<file path="src/rtl/dgx_pkg.sv">
package dgx_pkg;
   typedef enum logic {
      PH_FILL  = 1'b0,
      PH_DRAIN = 1'b1
   } dgx_phase_e;
endpackage

</file>
<file path="src/rtl/dgx_zone_map.sv">
module dgx_zone_map #(
   parameter int unsigned GRID   = 76,
   parameter int unsigned MARK   = 8,
   parameter int unsigned LOGO   = 12,
   parameter int unsigned TILE_W = 2,
   parameter int unsigned TILE_H = 4,
   parameter int unsigned TR_W   = 5,
   parameter int unsigned TC_W   = 6
) (
   input  logic [TR_W-1:0] trow,
   input  logic [TC_W-1:0] tcol,
   output logic            keep
);
   localparam int unsigned LOGO_LO = (GRID - LOGO) / 2;
   localparam int unsigned LOGO_HI = LOGO_LO + LOGO;
   localparam int unsigned FAR_EDGE = GRID - MARK;

   int unsigned r0;
   int unsigned c0;
   logic        row_edge, col_edge, row_mid, col_mid;

   always_comb begin
      r0       = int'(trow) * TILE_H;
      c0       = int'(tcol) * TILE_W;
      row_edge = (r0 < MARK) || (r0 >= FAR_EDGE);
      col_edge = (c0 < MARK) || (c0 >= FAR_EDGE);
      row_mid  = (r0 >= LOGO_LO) && (r0 < LOGO_HI);
      col_mid  = (c0 >= LOGO_LO) && (c0 < LOGO_HI);
      keep     = !((row_edge && col_edge) || (row_mid && col_mid));
   end
endmodule

</file>
<file path="src/rtl/dgx_tile_buf.sv">
module dgx_tile_buf #(
   parameter int unsigned GRID   = 76,
   parameter int unsigned TILE_W = 2,
   parameter int unsigned TILE_H = 4,
   parameter int unsigned COL_W  = 7,
   parameter int unsigned RS_W   = 2,
   parameter int unsigned TC_W   = 6
) (
   input  logic                     clk,
   input  logic                     wr_en,
   input  logic [RS_W-1:0]          wr_row,
   input  logic [COL_W-1:0]         wr_col,
   input  logic                     wr_dot,
   input  logic [TC_W-1:0]          rd_tcol,
   output logic [TILE_W*TILE_H-1:0] rd_byte
);
   localparam int unsigned BW = TILE_W * TILE_H;

   logic [GRID-1:0] band_q [TILE_H];

   always_ff @(posedge clk) begin
      if (wr_en) band_q[wr_row][wr_col] <= wr_dot;
   end

   for (genvar k = 0; k < BW; k++) begin : g_bit
      localparam int unsigned RI = k % TILE_H;
      localparam int unsigned CI = k / TILE_H;
      logic [COL_W-1:0] cidx;
      assign cidx       = COL_W'(rd_tcol) * COL_W'(TILE_W) + COL_W'(CI);
      assign rd_byte[k] = band_q[RI][cidx];
   end
endmodule

</file>
<file path="src/rtl/dgx_byte_extract.sv">
module dgx_byte_extract #(
   parameter int unsigned GRID   = 76,
   parameter int unsigned MARK   = 8,
   parameter int unsigned LOGO   = 12,
   parameter int unsigned TILE_W = 2,
   parameter int unsigned TILE_H = 4
) (
   input  logic                     clk,
   input  logic                     rst_n,
   input  logic                     in_valid,
   output logic                     in_ready,
   input  logic                     in_dot,
   input  logic                     in_first,
   output logic                     out_valid,
   input  logic                     out_ready,
   output logic [TILE_W*TILE_H-1:0] out_byte,
   output logic                     out_last,
   output logic                     code_err
);
   import dgx_pkg::*;

   localparam int unsigned BW     = TILE_W * TILE_H;
   localparam int unsigned TCOLS  = GRID / TILE_W;
   localparam int unsigned TROWS  = GRID / TILE_H;
   localparam int unsigned NBYTES = (GRID * GRID - 4 * MARK * MARK - LOGO * LOGO) / BW;
   localparam int unsigned COL_W  = $clog2(GRID);
   localparam int unsigned TC_W   = $clog2(TCOLS);
   localparam int unsigned TR_W   = $clog2(TROWS);
   localparam int unsigned RS_W   = $clog2(TILE_H);
   localparam int unsigned BC_W   = $clog2(NBYTES);
   localparam int unsigned LOGO_LO = (GRID - LOGO) / 2;

   localparam logic [COL_W-1:0] COL_LAST  = COL_W'(GRID - 1);
   localparam logic [RS_W-1:0]  SUB_LAST  = RS_W'(TILE_H - 1);
   localparam logic [TC_W-1:0]  TCOL_LAST = TC_W'(TCOLS - 1);
   localparam logic [TR_W-1:0]  TROW_LAST = TR_W'(TROWS - 1);
   localparam logic [BC_W-1:0]  BC_LAST   = BC_W'(NBYTES - 1);

   if (TILE_H < 2 || TILE_W < 1) begin : g_bad_tile
      $error("tile must be at least 1 wide and 2 tall");
   end
   if ((GRID % TILE_W) != 0 || (GRID % TILE_H) != 0) begin : g_bad_grid
      $error("grid side must be a whole number of tiles");
   end
   if ((MARK % TILE_W) != 0 || (MARK % TILE_H) != 0) begin : g_bad_mark
      $error("corner squares must fall on tile boundaries");
   end
   if (((GRID - LOGO) % 2) != 0 || (LOGO_LO % TILE_W) != 0 || (LOGO_LO % TILE_H) != 0 ||
       (LOGO % TILE_W) != 0 || (LOGO % TILE_H) != 0) begin : g_bad_logo
      $error("centre square must be centred and tile aligned");
   end
   if ((1 << RS_W) != TILE_H) begin : g_bad_pow2
      $error("tile height must be a power of two");
   end

   dgx_phase_e        phase_q;
   logic [COL_W-1:0]  col_q;
   logic [RS_W-1:0]   sub_q;
   logic [TR_W-1:0]   trow_q;
   logic [TC_W-1:0]   tcol_q;
   logic [BC_W-1:0]   bcnt_q;
   logic              err_q;

   logic              acc, at_origin, keep, step;
   logic [COL_W-1:0]  pos_col;
   logic [RS_W-1:0]   pos_sub;
   logic [TR_W-1:0]   pos_trow;

   assign in_ready  = (phase_q == PH_FILL);
   assign acc       = in_valid && in_ready;
   assign at_origin = (col_q == '0) && (sub_q == '0) && (trow_q == '0);
   assign pos_col   = in_first ? '0 : col_q;
   assign pos_sub   = in_first ? '0 : sub_q;
   assign pos_trow  = in_first ? '0 : trow_q;

   dgx_zone_map #(
      .GRID(GRID), .MARK(MARK), .LOGO(LOGO),
      .TILE_W(TILE_W), .TILE_H(TILE_H), .TR_W(TR_W), .TC_W(TC_W)
   ) zone_i (
      .trow(trow_q),
      .tcol(tcol_q),
      .keep(keep)
   );

   dgx_tile_buf #(
      .GRID(GRID), .TILE_W(TILE_W), .TILE_H(TILE_H),
      .COL_W(COL_W), .RS_W(RS_W), .TC_W(TC_W)
   ) buf_i (
      .clk(clk),
      .wr_en(acc),
      .wr_row(pos_sub),
      .wr_col(pos_col),
      .wr_dot(in_dot),
      .rd_tcol(tcol_q),
      .rd_byte(out_byte)
   );

   assign out_valid = (phase_q == PH_DRAIN) && keep;
   assign out_last  = out_valid && (bcnt_q == BC_LAST);
   assign step      = keep ? out_ready : 1'b1;
   assign code_err  = err_q;

   always_ff @(posedge clk or negedge rst_n) begin
      if (!rst_n) begin
         phase_q <= PH_FILL;
         col_q   <= '0;
         sub_q   <= '0;
         trow_q  <= '0;
         tcol_q  <= '0;
         bcnt_q  <= '0;
         err_q   <= 1'b0;
      end else begin
         err_q <= acc && in_first && !at_origin;
         if (acc) begin
            if (in_first) bcnt_q <= '0;
            trow_q <= pos_trow;
            if (pos_col == COL_LAST) begin
               col_q <= '0;
               if (pos_sub == SUB_LAST) begin
                  sub_q   <= '0;
                  tcol_q  <= '0;
                  phase_q <= PH_DRAIN;
               end else begin
                  sub_q <= pos_sub + 1'b1;
               end
            end else begin
               col_q <= pos_col + 1'b1;
               sub_q <= pos_sub;
            end
         end else if (phase_q == PH_DRAIN && step) begin
            if (keep) bcnt_q <= (bcnt_q == BC_LAST) ? '0 : bcnt_q + 1'b1;
            if (tcol_q == TCOL_LAST) begin
               phase_q <= PH_FILL;
               trow_q  <= (trow_q == TROW_LAST) ? '0 : trow_q + 1'b1;
            end else begin
               tcol_q <= tcol_q + 1'b1;
            end
         end
      end
   end
endmodule

</file>
<file path="config.mk">
export PLATFORM = sky130hd
export DESIGN_NAME = dgx_byte_extract
export DESIGN_NICKNAME = d
export VERILOG_FILES = /design/src/rtl/dgx_pkg.sv /design/src/rtl/dgx_zone_map.sv /design/src/rtl/dgx_tile_buf.sv /design/src/rtl/dgx_byte_extract.sv
export SDC_FILE = /design/constraint.sdc
export NUM_CORES = 1
export LEC_CHECK = 0
export ABC_AREA = 1
export BUFFER_PORTS_ARGS = -buffer_cell sky130_fd_sc_hd__clkbuf_2
export CAP_MARGIN = 5
export CORE_MARGIN = 5
export CORE_UTILIZATION = 55
export CTS_BUF_LIST = sky130_fd_sc_hd__clkbuf_8 sky130_fd_sc_hd__clkbuf_16
export DETAILED_ROUTE_END_ITERATION = 8
export PLACE_DENSITY = 0.71
export SLEW_MARGIN = 20
export SYNTH_ARGS = -nofsm -noshare
export SYNTH_HDL_FRONTEND = slang
export SYNTH_SLANG_ARGS = --single-unit
</file>
<file path="constraint.sdc">
create_clock -name clk -period 5.6 [get_ports clk]
set_input_delay 0.84 -clock clk [delete_from_list [all_inputs] [get_ports clk]]
set_output_delay 0.84 -clock clk [all_outputs]
set_load 0.02 [all_outputs]
</file>
# After elaboration in Yosys (flattened, before gate mapping)
# Memories as Yosys holds them, arrays and structs flattened.
# Index checks and enable logic that the tools add are counted.
totals:
  register_bits: 32
  output_inout_bits: 12
  memories: 1
  elab_cells: 110
  ram_bits: 304
  in_bits: 6
mem_list:
  columns: ["name", "depth", "word_bits", "read_ports", "rd_ports_with_merged_regs", "write_ports", "line", "text"]
  rows:
  - ["buf_i.band_q", 4, 76, 4, 0, 1, "dgx_tile_buf.sv:19", "logic [GRID-1:0] band_q [TILE_H];"]
op_classes:
  n_eq_ne: 10
  muxes: 46
  bitwise: 1
  reduce_logical: 27
  magnitude_cmp: 12
  add_sub_neg: 6
op_table:
  columns: ["operator", "count"]
  rows:
  - ["$mux W76", 1]
  - ["$mux W10", 5]
  - ["$mux W6", 5]
  - ["$bmux W1 S7", 4]
  - ["$mux W5", 5]
  - ["$bmux W1 S6", 4]
  - ["$lt A7 B8 Y1 const B", 3]
  - ["$mux W1", 16]
  - ["$add A7 B1 Y7 const B", 2]
  - ["$ge A7 B6 Y1 const B", 2]
  - ["$ge A7 B7 Y1 const B", 2]
  - ["$lt A7 B4 Y1 const B", 2]
  - ["$lt A7 B6 Y1 const B", 2]
  - ["$mux W7", 2]
  - ["$logic_and A1 B1 Y1", 13]
  - ["$add A10 B1 Y10 const B", 1]
  - ["$eq A10 B10 Y1 const B", 1]
  - ["$reduce_and A4 Y1", 2]
  - ["$demux W1 S7", 1]
  - ["$eq A7 B7 Y1 const B", 1]
  - ["$ge A7 B1 Y1 const B", 1]
  - ["$logic_not A7 Y1", 1]
  - ["$add A6 B1 Y6 const B", 1]
  - ["$eq A6 B6 Y1 const B", 1]
  - ["other kinds (14)", 24]

# Logic depth before layout (Yosys ltp)
# Gate-level depths: netlist (run 1).
depth:
  ltp_word: 8
  ltp_mapped: 13
  depth_no_buf: 12

# By module
# From an unflattened synthesis (run 1), not the netlist that was laid out.
unflattened:
  cells_unflattened: 1778
  hier_area_um2: 16313.1
modules_own_cells:
  columns: ["module", "seq_area_each_um2", "area_per_inst_um2", "cells_each", "n_inst"]
  rows:
  - ["dgx_tile_buf", 9128.8, 14034.7, 1463, 1]
  - ["dgx_byte_extract", 800.8, 2177.1, 291, 1]
  - ["dgx_zone_map", 0.0, 101.3, 24, 1]

# Least setup slack after synthesis (run 1)
# OpenSTA, ideal clock, no wires.
synth_path:
  path_type: "reg-to-output"
  from: "register tcol_q[3]"
  to: "output port out_last"
  path_slack_ns: 3.061
  path_stages_with_launch: 10
  required_ns: 4.760
  t_arrival_ns: 1.699
  path_buffers: 1
  cell_sequence: "dfrtp_1 buf_2 nor2_1 nand3_1 nand2_1 inv_1 nand2_1 nand2_1 nor2_1 and3_1"
synth_between:
  elab_chain_len: 7
synth_rtl:
  columns: ["item", "line", "text"]
  rows:
  - ["start: declaration", "dgx_byte_extract.sv:60", "logic [TC_W-1:0] tcol_q;"]
  - ["start signal: assignment", "dgx_byte_extract.sv:136", "tcol_q <= tcol_q + 1'b1;"]
  - ["$lt A7 B4 Y1 (tied with other cells)", "dgx_zone_map.sv:26", "col_edge = (c0 < MARK) || (c0 >= FAR_EDGE);"]
  - ["$logic_or A1 B1 Y1 / $logic_and A1 B1 Y1 (equally long branches)", "dgx_zone_map.sv:26, dgx_zone_map.sv:28", null]
  - ["$logic_and A1 B1 Y1", "dgx_zone_map.sv:29", "keep = !((row_edge && col_edge) || (row_mid && col_mid));"]
  - ["$logic_or A1 B1 Y1 *", "dgx_zone_map.sv:29", null]
  - ["$logic_not A1 Y1 *", "dgx_zone_map.sv:29", null]
  - ["$logic_and A1 B1 Y1 *", "dgx_byte_extract.sv:98", "assign out_valid = (phase_q == PH_DRAIN) && keep;"]
  - ["net out_valid", "dgx_byte_extract.sv:14", "output logic out_valid,"]
  - ["$logic_and A1 B1 Y1 *", "dgx_byte_extract.sv:99", "assign out_last = out_valid && (bcnt_q == BC_LAST);"]
  - ["end: declaration", "dgx_byte_extract.sv:17", "output logic out_last,"]
# Mark *: on every way through the listed nets, which the timed path passes. The rest lies on a longest branch.

# Worst setup path after layout (run 1)
layout_path:
  from: "register tcol_q[0]"
  to: "output port out_byte[6]"
layout_between:
  elab_chain_len: 3
layout_rtl:
  columns: ["item", "line", "text"]
  rows:
  - ["$add A7 B1 Y7", "dgx_tile_buf.sv:29", "assign cidx = COL_W'(rd_tcol) * COL_W'(TILE_W) + COL_W'(CI);"]
  - ["$bmux W1 S7", "dgx_tile_buf.sv:30", "assign rd_byte[k] = band_q[RI][cidx];"]
  - ["$mux W1 (not written as such)", "dgx_tile_buf.sv:30", null]
  - ["end: declaration", "dgx_byte_extract.sv:16", "output logic [TILE_W*TILE_H-1:0] out_byte,"]
# Every way passes these cells. The select of a mux whose other input is x is not followed.

==> results by group, run 1 <==
Layout
  – Area grow syn2layout: 8.25%
  – Post-route design area: between 15000 and 20000 um^2
  – # diodes: 0
  – Nets: 1667
  – Multi-input gate area: ~5400 um^2
  – Layout fillers: 2410
  – Register area: about 9900 um^2
  – Layout cells sized above 1: 7.95%
  – Final core utilization: between 60 and 70%

Yosys
  – Main flop type after synthesis: edfxtp_1
  – Synth top area share: a little under three fifths
  – Top post-synthesis cells by area: edfxtp_1, nor2_1, nand2_1
  – Top-count cell post-synth: nor2_1
  – Synth Area in XOR/XNOR: less than 1%
  – Warnings, synthesis: 0
  – Mapped cell area: between 15000 and 20000 um^2
  – Adder-Cell Fraction of Synth Area: 0.938%
  – Largest family of logic cells by synthesized area: simple AND/OR/NAND/NOR gates
  – Post-synth net total: between 1500 and 2000
  – Synth top cells by count: nor2_1, edfxtp_1, nand2_1
  – Fraction of registers with async set/reset: about a tenth
  – Mux cell area share after synthesis: less than 1%
  – Post-synth top area cell: edfxtp_1
  – Post-synth cell types: 39
  – Register area share after synthesis: 62.0%
  – Synth Area in Compound Gates: approximately 8.4%
  – Simple-gate share of the synthesized area: roughly a quarter
  – Cells after Synth: about 1700
  – Post-synth EDFFs: just over 300
  – Avg Cell Area, Syn: 9.54 um^2
  – #FFs+latches synth: 336

Routing
  – Remaining antenna violation count: 0
  – Average via count per standard cell: 5.79
  – Initial DRC count: ~1300
  – Vias: 11900
  – Drt drc: 0
  – Routed wire length: 39.4 mm
  – Routed WL per cell: about 19 um
  – Drt first pass iters: 5

STA
  – RSZ-0062 raised after global routing: false
  – Setup ws final: approximately 0.99 ns
  – Slew HR: between 20 and 30%
  – Total negative slack: 0 ns
  – Fmax: about 0.22 GHz
  – Post-layout min period: 4.61 ns
  – Tcrit/Tclk final: 82.4%
  – Worst slew pin tran: 1.07 ns
  – Setup violators final: 0
  – Clock skew: approximately 0.020 ns
  – Slew Limit Fails: 0
  – Final Hold Fails: 0

Die
  – Core area: around 29000 um^2
  – Initial core utilization: 55.8%
  – Die H: approximately 180 um
  – Site Rows: 62
  – DIE WIDTH: about 180 um
  – # IOs: 18
  – Die area: about 33000 um^2

Pwr
  – Worst vdd ir: around 0.00046 V
  – Pwr Total: 7.78 mW
  – Pleak: a little over 6 nW
  – PwrDens: between 400 and 500 nW/um^2

GRT
  – First-pass GRT wire length: between 60 and 70 mm
  – Largest net degree at the start of global routing: 157
  – Vias in the first global route: around 11000
  – Total Routing Usage GR: 23.8%
  – Initial antenna violation count: 0
  – Global route total overflow: 0

Setup path
  – Crit path from: tcol_q[0]
  – Reg-to-reg startpoint: tcol_q[3]
  – Crit. End Element: output port
  – CP peak stage delay: roughly 0.9 ns
  – Reg2reg setup slack: 2.53 ns
  – Cells on worst reg2reg path: 11
  – Critical Path AT: about 3.8 ns
  – Reg-to-reg critical path endpoint: bcnt_q[8]
  – CP max stage cell: dfrtp_4
  – Crit-path cells: clkinv_2, buf_4, buf_4, o21ai_0, a21oi_1, nor2_1, nand2_1, nand2_1, nand3_1, clkbuf_2
  – CP Data Required Time: 4.76 ns
  – CP max FO: between 60 and 70
  – Critical path class: register to output port
  – CP Launch Type: register

Clocking
  – TritonCTS clock tree: built
  – CTS H-Tree Depth: 2
  – Clock input transition at the sequential cells of the worst setup and hold paths: approximately 0.06 ns
  – Post-cts repair resize count: 0
  – TritonCTS Buffers: 35
  – Setup Buffers After CTS: 0
  – Clk_lat worst skew: around 0.53 ns
  – Count of clock tree sinks: approximately 340
  – CTS Hold Buffers Added: 0
  – CTS max path bufs: 3
  – CTS Root Cell: clkbuf_16

Placement
  – Detailed placement HPWL: 23.7 mm
  – Dpl ws: about 1.5 ns
  – Placed Area: around 16000 um^2
  – GP Congestion: 0.883
  – IO buf count: 17

Job
  – Max_cap viols: 0

Run status
  – Status: completed

Worst hold path
  – Hold/Removal Path Class: input pin to asynchronous set/reset pin
==> area by class of cell <==
| cell class | instances | share of cell area [%] |
|---|---|---|
| Timing Repair Buffer | 31 | 1.21 |
| Inverter | 71 | 1.55 |
| Clock buffer | 36 | 5.20 |
| Tap cell | 384 | 2.77 |
| Multi-Input combinational cell | 1174 | 31.2 |
| Sequential cell | 336 | 57.3 |
| Clock inverter | 26 | 0.737 |
==> layout by cell type, fill, tap and decap left out, types with 3 or more instances in the layout <==
| cell type | Yosys | final |
|---|---|---|
| ha_1 | 12 | 12 |
| nor3_1 | 10 | 10 |
| buf_4 | 3 | 13 |
| nor2_1 | 524 | 523 |
| nor3_2 | 3 | 3 |
| nand2_2 | 8 | 8 |
| nand2_1 | 241 | 241 |
| a21oi_1 | 13 | 13 |
| clkbuf_16 | 0 | 36 |
| a31oi_1 | 4 | 4 |
| or2_2 | 11 | 11 |
| dfrtp_1 | 32 | 30 |
| nor2_2 | 8 | 9 |
| edfxtp_1 | 304 | 304 |
| nand4_1 | 5 | 5 |
| nor4_1 | 3 | 3 |
| o21ai_0 | 159 | 159 |
| nor3b_1 | 4 | 4 |
| clkinv_2 | 0 | 4 |
| o21ai_1 | 4 | 4 |
| o211ai_1 | 32 | 32 |
| mux2i_1 | 8 | 8 |
| nor3_4 | 6 | 6 |
| clkinv_1 | 0 | 6 |
| nand3_1 | 71 | 71 |
| xor2_1 | 8 | 8 |
| inv_2 | 10 | 13 |
| clkbuf_2 | 1 | 16 |
| inv_1 | 61 | 70 |
| o22ai_1 | 30 | 30 |
==> how the worst max path moves through the flow <==
stage / end / slack (ns) / cells past startpoint
2_1_floorplan: out_last / 3.06 / 9
3_3_place_gp: out_byte[4] / 1.56 / 10
6_report: out_byte[6] / 0.99 / 10
3_5_place_dp: out_byte[4] / 1.52 / 10
4_1_cts: out_byte[4] / 0.97 / 10
5_1_grt: out_byte[4] / 0.74 / 10
==> worst max-delay path, delay by kind of cell (launching register included) <==
family          cells  cell delay, ns
buf+inv             4            1.46
simple gates        4            0.46
flops               1            0.90
compound gates      2            0.34
==> power by group <==
group          internal (mW)  switching (mW)  total (mW)
combinational          0.743            1.88        2.62
clock                   1.17           0.946        2.11
sequential              2.81           0.242        3.05
total                   4.72            3.06        7.78
==> cell families (layout without fill, tap and decap cells) <==
group,count (synthesis),after routing
DFF,336,336
buffers and inverters,167,164
xor gates and xnor gates,10,10
and+or+nand+nor,901,901
adders and majority gates,12,12
AOI/OAI and AO/OA,243,243
muxes,8,8
==> routing by layer <==
| metal | routed length [um] | global-route usage (%) |
|---|---|---|
| met5 | 0 | 0 |
| met4 | 1120 | 7.11 |
| met3 | 3490 | 4.04 |
| met2 | 18200 | 37.6 |
| met1 | 16600 | 34.5 |
==> through the flow <==
stage	hold WS, ns	cells
floorplan	0.463	1677
global placement	0.484	1996
detailed placement	0.493	1996
CTS	0.446	2058
global route	0.468	2058
finish	0.419	2058
==> state kept, by name, indices dropped and copies added, names as in the netlist <==
signal,flops
code_err,1
buf_i.band_q,304
trow_q,5
tcol_q,6
sub_q,2
col_q,7
bcnt_q,10
phase_q,1
Note: power is estimated with default switching activity, not from simulation.
==> run 2, diff against run 1 <==
--- a/config.mk
+++ b/config.mk
@@ -12,7 +12,7 @@
 export CORE_UTILIZATION = 55
 export CTS_BUF_LIST = sky130_fd_sc_hd__clkbuf_8 sky130_fd_sc_hd__clkbuf_16
 export DETAILED_ROUTE_END_ITERATION = 8
-export PLACE_DENSITY = 0.71
+export PLACE_DENSITY = 0.74
 export SLEW_MARGIN = 20
 export SYNTH_ARGS = -nofsm -noshare
 export SYNTH_HDL_FRONTEND = slang
==> constraint.sdc (replaced) <==
create_clock -name clk -period 4.1 [get_ports clk]
set_input_delay 0.615 -clock clk [delete_from_list [all_inputs] [get_ports clk]]
set_output_delay 0.615 -clock clk [all_outputs]
set_load 0.02 [all_outputs]
==> results by group, run 2 (synthesis gave the netlist of run 1 again) <==
Routing
  – Remaining antenna violation count: 0 (unchanged)
  – Vias: 12000 (was 11900)
  – Average via count per standard cell: 5.80 (was 5.79)
  – Initial DRC count: 1358 (was 1349)
  – DR top layer: met4 (unchanged)
  – Routed wl met3: 3.45 mm (was 3.49 mm)
  – Drt first pass iters: 6 (was 5)
  – Drt drc: 0 (unchanged)
  – Routed WL per cell: 19.0 um (was 19.1 um)
  – Met1 Routed Length: 15.8 mm (was 16.6 mm)
  – Routed wire length: 39.4 mm (about the same)
  – WL met2: 18.7 mm (was 18.2 mm)

Layout
  – Biggest regs: buf_i.band_q (304), bcnt_q (10), col_q (7) (unchanged)
  – # diodes: 0 (unchanged)
  – Most flops, register: buf_i.band_q (unchanged)
  – Most frequent cells in the layout: nor2_1, edfxtp_1, nand2_1 (unchanged)
  – Fin cells: 2067 (was 2058)
  – Layout fillers: 2404 (was 2410)
  – Nets: 1675 (was 1667)
  – Commonest non-fill, non-tap cell in the layout: nor2_1 (unchanged)
  – Layout cells sized above 1: 8.26% (was 7.95%)
  – Area grow syn2layout: 9.28% (was 8.25%)
  – Max reg flops: 304 (unchanged)

GRT
  – Initial antenna violation count: 0 (unchanged)
  – Global route total overflow: 0 (unchanged)
  – Total Routing Usage GR: 23.9% (was 23.8%)
  – Largest net degree at the start of global routing: 123 (was 157)
  – First-pass GRT wire length: 62.6 mm (was 62.2 mm)
  – Vias in the first global route: 11500 (was 11200)

Die
  – Initial core utilization: 55.8% (unchanged)
  – Die H: 181 um (unchanged)
  – Core area: 28700 um^2 (unchanged)
  – Die area: 32600 um^2 (unchanged)
  – # IOs: 18 (unchanged)
  – DIE WIDTH: 181 um (unchanged)
  – Site Rows: 62 (unchanged)

Pwr
  – PwrDens: 618 nW/um^2 (was 449 nW/um^2)
  – Pleak: 6.24 nW (was 6.15 nW)
  – Worst vdd ir: 0.000422 V (was 0.000458 V)

Setup path
  – Critical Path AT: 2.91 ns (was 3.77 ns)
  – Cells on worst reg2reg path: 11 (unchanged)
  – Reg-to-reg startpoint: tcol_q[2] (was tcol_q[3])
  – CP Data Required Time: 3.48 ns (was 4.76 ns)
  – CP peak stage delay: 0.57 ns (was 0.90 ns)
  – Crit. End Element: output port (unchanged)
  – Reg2reg setup slack: 1.16 ns (was 2.53 ns)
  – Critical path class: register to output port (unchanged)
  – Reg-to-reg critical path endpoint: bcnt_q[9] (was bcnt_q[8])
  – CP max stage cell: dfrtp_4 (unchanged)
  – CP max FO: 56 (was 69)
  – Crit-path cells: clkinv_2, buf_4, o21ai_0, o22ai_1, nand2_1, o21ai_0, nand2_1, nand3_1, clkbuf_2 (was clkinv_2, buf_4, buf_4, o21ai_0, a21oi_1, nor2_1, nand2_1, nand2_1, nand3_1, clkbuf_2)
  – CP Launch Type: register (unchanged)

STA
  – Final Hold Fails: 0 (unchanged)
  – RSZ-0062 raised after global routing: false (unchanged)
  – Setup violators final: 0 (unchanged)
  – Slew Limit Fails: 0 (unchanged)
  – Post-layout min period: ~3.5 ns
  – Fmax: between 0.2 and 0.3 GHz
  – Total negative slack: 0 ns (unchanged)
  – Clock skew: 0.0202 ns (was 0.0201 ns)
  – Worst slew pin tran: 0.867 ns (was 1.07 ns)
  – Slew HR: 42.2% (was 28.8%)
  – Tcrit/Tclk final: between 80 and 90%

Clocking
  – CTS Root Cell: clkbuf_16 (unchanged)
  – Clk_lat worst skew: 0.52 ns (was 0.53 ns)
  – TritonCTS Buffers: 36 (was 35)
  – Setup Buffers After CTS: 0 (unchanged)
  – CTS Hold Buffers Added: 0 (unchanged)
  – CTS max path bufs: 3 (unchanged)
  – TritonCTS clock tree: built (unchanged)
  – Clock input transition at the sequential cells of the worst setup and hold paths: 0.06 ns (about the same)
  – CTS H-Tree Depth: 2 (unchanged)
  – Post-cts repair resize count: 0 (unchanged)
  – Count of clock tree sinks: 336 (unchanged)

Run status
  – Status: completed (unchanged)

Worst hold path
  – Hold/Removal Path Class: input pin to asynchronous set/reset pin (unchanged)

Job
  – Max_cap viols: 0 (unchanged)

Placement
  – IO buf count: 17 (unchanged)
  – GP Congestion: 0.900 (was 0.883)
  – Placed insts: 2003 (was 1996)
  – Detailed placement HPWL: 24.4 mm (was 23.7 mm)
run 2: how the worst max path moves through the flow:
| stage | start | endpoint | slack [ns] |
|---|---|---|---|
| finish | tcol_q[0] | out_byte[6] | 0.57 |
| global placement | tcol_q[1] | out_byte[3] | 1.17 |
| floorplan | tcol_q[3] | out_last | 1.79 |
| CTS | tcol_q[0] | out_byte[6] | 0.60 |
| global route | tcol_q[2] | out_byte[6] | 0.37 |
| detailed placement | tcol_q[0] | out_byte[6] | 1.16 |
run 2: routing by layer:
layer | vias up | GRT usage [%]
met3 | 99 | 4.12
met5 | - | 0
met4 | 0 | 8.05
met1 | 5728 | 33.1
li1 | 5631 | -
met2 | 533 | 38.7
run 2: where the power goes:
group          internal (mW)  switching (mW)  leakage [nW]
logic                   1.08            2.72          2.52
registers               3.84           0.203          3.15
clock network           1.69            1.27         0.576
total                   6.61            4.20          6.24
run 2: through the flow:
stage | area (um^2) | utilization (%) | hold WS, ns | power (mW) | setup slack [ns]
global placement | 16400 | 57.2 | 0.489 | 7.81 | 1.17
detailed placement | 16400 | 57.2 | 0.505 | 7.85 | 1.16
global route | 17500 | 60.9 | 0.260 | 11.4 | 0.375
floorplan | 16000 | - | 0.319 | 6.63 | 1.79
CTS | 17500 | 60.9 | 0.220 | 10.8 | 0.599
finish | 17500 | 60.9 | 0.201 | 10.8 | 0.572
run 2: cell type report:
type | count | area [um^2] | area share (%)
timing repair buffer | 38 | 337 | 1.92
multi-input combinational | 1174 | 5400 | 30.9
sequential | 336 | 9940 | 56.8
inverter | 71 | 268 | 1.53
tap | 384 | 480 | 2.75
clock inverter | 27 | 141 | 0.808
clock buffer | 37 | 926 | 5.29
run 2: worst max-delay path: cells and delay by family (launching register included):
kind            cells  cell delay [ns]
compound gates      3             0.59
simple gates        3             0.40
flops               1             0.57
buf+inv             3             0.82
==> run 3, diff against run 2 <==
--- a/config.mk
+++ b/config.mk
@@ -16,4 +16,5 @@
 export SLEW_MARGIN = 20
 export SYNTH_ARGS = -nofsm -noshare
 export SYNTH_HDL_FRONTEND = slang
+export SYNTH_HIERARCHICAL = 1
 export SYNTH_SLANG_ARGS = --single-unit
==> results by group, run 3 <==
Run status
  – Status: completed (unchanged)

Layout
  – Max reg flops: 304 (unchanged)
  – Layout cells sized above 1: 7.94% (was 8.26%)
  – Most frequent cells in the layout: nand2_1, nor2_1, edfxtp_1 (was nor2_1, edfxtp_1, nand2_1)
  – Biggest regs: buf_i/band_q (304), bcnt_q (10), col_q (7) (was buf_i.band_q (304), bcnt_q (10), col_q (7))
  – Commonest non-fill, non-tap cell in the layout: nand2_1 (was nor2_1)
  – Area grow syn2layout: 9.26% (was 9.28%)
  – Most flops, register: buf_i/band_q (was buf_i.band_q)
  – # diodes: 0 (unchanged)
  – Nets: 1775 (was 1675)

Placement
  – GP Congestion: 0.908 (was 0.900)
  – IO buf count: 17 (unchanged)
  – Detailed placement HPWL: 24.6 mm (was 24.4 mm)

Yosys
  – Warnings, synthesis: 6 (was 0)
  – Synth top cells by count: nand2_1, nor2_1, edfxtp_1 (was nor2_1, edfxtp_1, nand2_1)
  – Avg Cell Area, Syn: 9.17 um^2 (was 9.54 um^2)
  – #FFs+latches synth: 336 (unchanged)
  – Post-synth top area cell: edfxtp_1 (unchanged)
  – Cells after Synth: 1778 (was 1677)
  – Post-synth EDFFs: 304 (unchanged)
  – Register area share after synthesis: 60.9% (was 62.0%)
  – Mapped cell area: 16300 um^2 (was 16000 um^2)
  – Fraction of registers with async set/reset: 9.52% (unchanged)
  – Top-count cell post-synth: nand2_1 (was nor2_1)
  – Synth top area share: 56.0% (was 57.0%)
  – Main flop type after synthesis: edfxtp_1 (unchanged)
  – Post-synth cell types: 45 (was 39)
  – Top post-synthesis cells by area: edfxtp_1, nand2_1, nor2_1 (was edfxtp_1, nor2_1, nand2_1)
  – Post-synth net total: 1792 (was 1695)

Setup path
  – CP max FO: 32 (was 56)
  – Critical path class: register to output port (unchanged)
  – CP Data Required Time: 3.48 ns (about the same)
  – Critical Path AT: 2.95 ns (was 2.91 ns)
  – Crit. End Element: output port (unchanged)
  – CP Launch Type: register (unchanged)

Clocking
  – Clock input transition at the sequential cells of the worst setup and hold paths: 0.06 ns (about the same)
  – CTS H-Tree Depth: 2 (unchanged)
  – Setup Buffers After CTS: 0 (unchanged)
  – CTS Root Cell: clkbuf_16 (unchanged)
  – Count of clock tree sinks: 336 (unchanged)
  – Post-cts repair resize count: 0 (unchanged)
  – Clk_lat worst skew: 0.53 ns (was 0.52 ns)
  – CTS Hold Buffers Added: 0 (unchanged)
  – TritonCTS clock tree: built (unchanged)
  – CTS max path bufs: 3 (unchanged)
  – TritonCTS Buffers: 35 (was 36)

STA
  – Clock skew: 0.0192 ns (was 0.0202 ns)
  – Post-layout min period: 3.57 ns (was 3.53 ns)
  – Fmax: 0.280 GHz (was 0.283 GHz)
  – Tcrit/Tclk final: 87.1% (was 86.0%)
  – Setup violators final: 0 (unchanged)
  – Slew Limit Fails: 0 (unchanged)
  – Final Hold Fails: 0 (unchanged)
  – RSZ-0062 raised after global routing: false (unchanged)
  – Slew HR: 31.9% (was 42.2%)
  – Total negative slack: 0 ns (unchanged)
  – Worst slew pin tran: 1.02 ns (was 0.867 ns)

Routing
  – Routed WL per cell: 18.5 um (was 19.0 um)
  – Average via count per standard cell: 5.74 (was 5.80)
  – Drt drc: 0 (unchanged)
  – Remaining antenna violation count: 0 (unchanged)
  – Drt first pass iters: 6 (unchanged)
  – Initial DRC count: 1504 (was 1358)
  – Vias: 12500 (was 12000)
  – Routed wire length: 40.2 mm (was 39.4 mm)

Pwr
  – Flop pwr share: 36.8% (was 37.4%)
  – Combinational fraction of design power: 35.7% (was 35.2%)
  – Pleak: 6.69 nW (was 6.24 nW)
  – PwrDens: 622 nW/um^2 (was 618 nW/um^2)
  – Sw Share: 39.9% (was 38.8%)
  – Internal Power: 6.66 mW (was 6.61 mW)
  – Pwr Total: 11.1 mW (was 10.8 mW)
  – Switching pwr: 4.42 mW (was 4.20 mW)
  – Worst vdd ir: 0.000510 V (was 0.000422 V)
  – Clock power frac: 27.5% (was 27.4%)

GRT
  – Initial antenna violation count: 0 (unchanged)
  – First-pass GRT wire length: 64.2 mm (was 62.6 mm)
  – GRT met1 Usage: 32.6% (was 33.1%)
  – Largest net degree at the start of global routing: 129 (was 123)
  – Met2 Resource Use GR: 39.4% (was 38.7%)
  – Total Routing Usage GR: 24.2% (was 23.9%)
  – Vias in the first global route: 11900 (was 11500)
  – Global route hottest layer: met2 (unchanged)
  – Global route total overflow: 0 (unchanged)
  – Met3 Use GR: 5.44% (was 4.12%)

Die
  – Site Rows: 63 (was 62)
  – Core area: 29500 um^2 (was 28700 um^2)
  – Initial core utilization: 55.3% (was 55.8%)
  – # IOs: 18 (unchanged)
  – Die H: 182 um (was 181 um)
  – Die area: 33200 um^2 (was 32600 um^2)
  – DIE WIDTH: 182 um (was 181 um)

Job
  – Max_cap viols: 0 (unchanged)

Worst hold path
  – Hold/Removal Path Class: input pin to asynchronous set/reset pin (unchanged)
-- run 3: cell types whose count changed in the layout (fill, tap and decap cells not counted), sizes merged, moves of 20 or more --
cell and delta:
o21ai -112, nand2 +294, a21oi +31, o211ai -32
nor2 -149, nand3 +106, o22ai -20
-- run 3: worst max-delay path, cell delays in order (launching register included) --
cell and delay [ns]:
dfrtp_2 0.56, inv_1 0.34, buf_4 0.45, nand3_1 0.21, nand3_1 0.12, nand3_1 0.11, nand3_1 0.09, nand2_1 0.15
nand2_1 0.12, nand2_1 0.09, clkbuf_2 0.16
-- run 3: logic make-up (layout without fill, tap and decap cells) --
kind of cell / count (synthesis) / in the layout / share of synthesized area (%)
buffers and inverters: 163 / 173 / 4.38
XOR/XNOR: 6 / 6 / 0.322
flip-flops: 336 / 336 / 60.9
AND/OR/NAND/NOR: 1157 / 1157 / 30.3
adder cells (fa/ha/maj): 8 / 8 / 0.614
AO/OA/AOI/OAI: 108 / 108 / 3.48
-- run 3: layout make-up --
type	instances	area, um^2
clock buffer	37	915
clock inverter	27	178
fill	2515	11700
inverter	66	260
multi-input combinational	1279	5690
sequential	336	9930
tap	390	488
timing repair buffer	43	362
-- run 3: through the flow --
stage	hold WS (ns)	cells	utilization, %	worst slack [ns]	instance area (um^2)
after floorplan	0.319	1778	-	1.83	16300
after global placement	0.474	2114	56.8	1.03	16700
after detailed placement	0.480	2114	56.8	0.954	16700
after CTS	0.221	2178	60.5	0.573	17800
after global routing	0.257	2178	60.5	0.411	17800
final	0.210	2178	60.5	0.531	17800
-- run 3: path summary, 6_finish.rpt --
path,start,endpoint,slack (ns),cells after the start
min in group clk,in_valid,code_err,0.45,3
min,rst_n,tcol_q[2],0.21,1
min reg2reg,bcnt_q[4],bcnt_q[4],0.49,2
max in group asynchronous,rst_n,tcol_q[0],3.24,1
max,tcol_q[1],out_byte[6],0.53,10
max reg2reg,col_q[2],buf_i/band_q[0][44],1.31,6
-- run 3: metal layers --
metal / up-vias / wire (um)
met1: 5913 / 16000
met5: - / 0
met2: 620 / 18900
met3: 99 / 4080
met4: 0 / 1320
li1: 5871 / -
-- run 3: power by group through the flow --
stage	Combinational (mW)	Sequential, mW	Clock [mW]
after floorplan	2.74	4.03	0
after global placement	3.86	4.14	0
after detailed placement	3.89	4.14	0
after CTS	3.92	4.07	3.07
after global routing	4.36	4.10	3.23
final	3.96	4.08	3.05
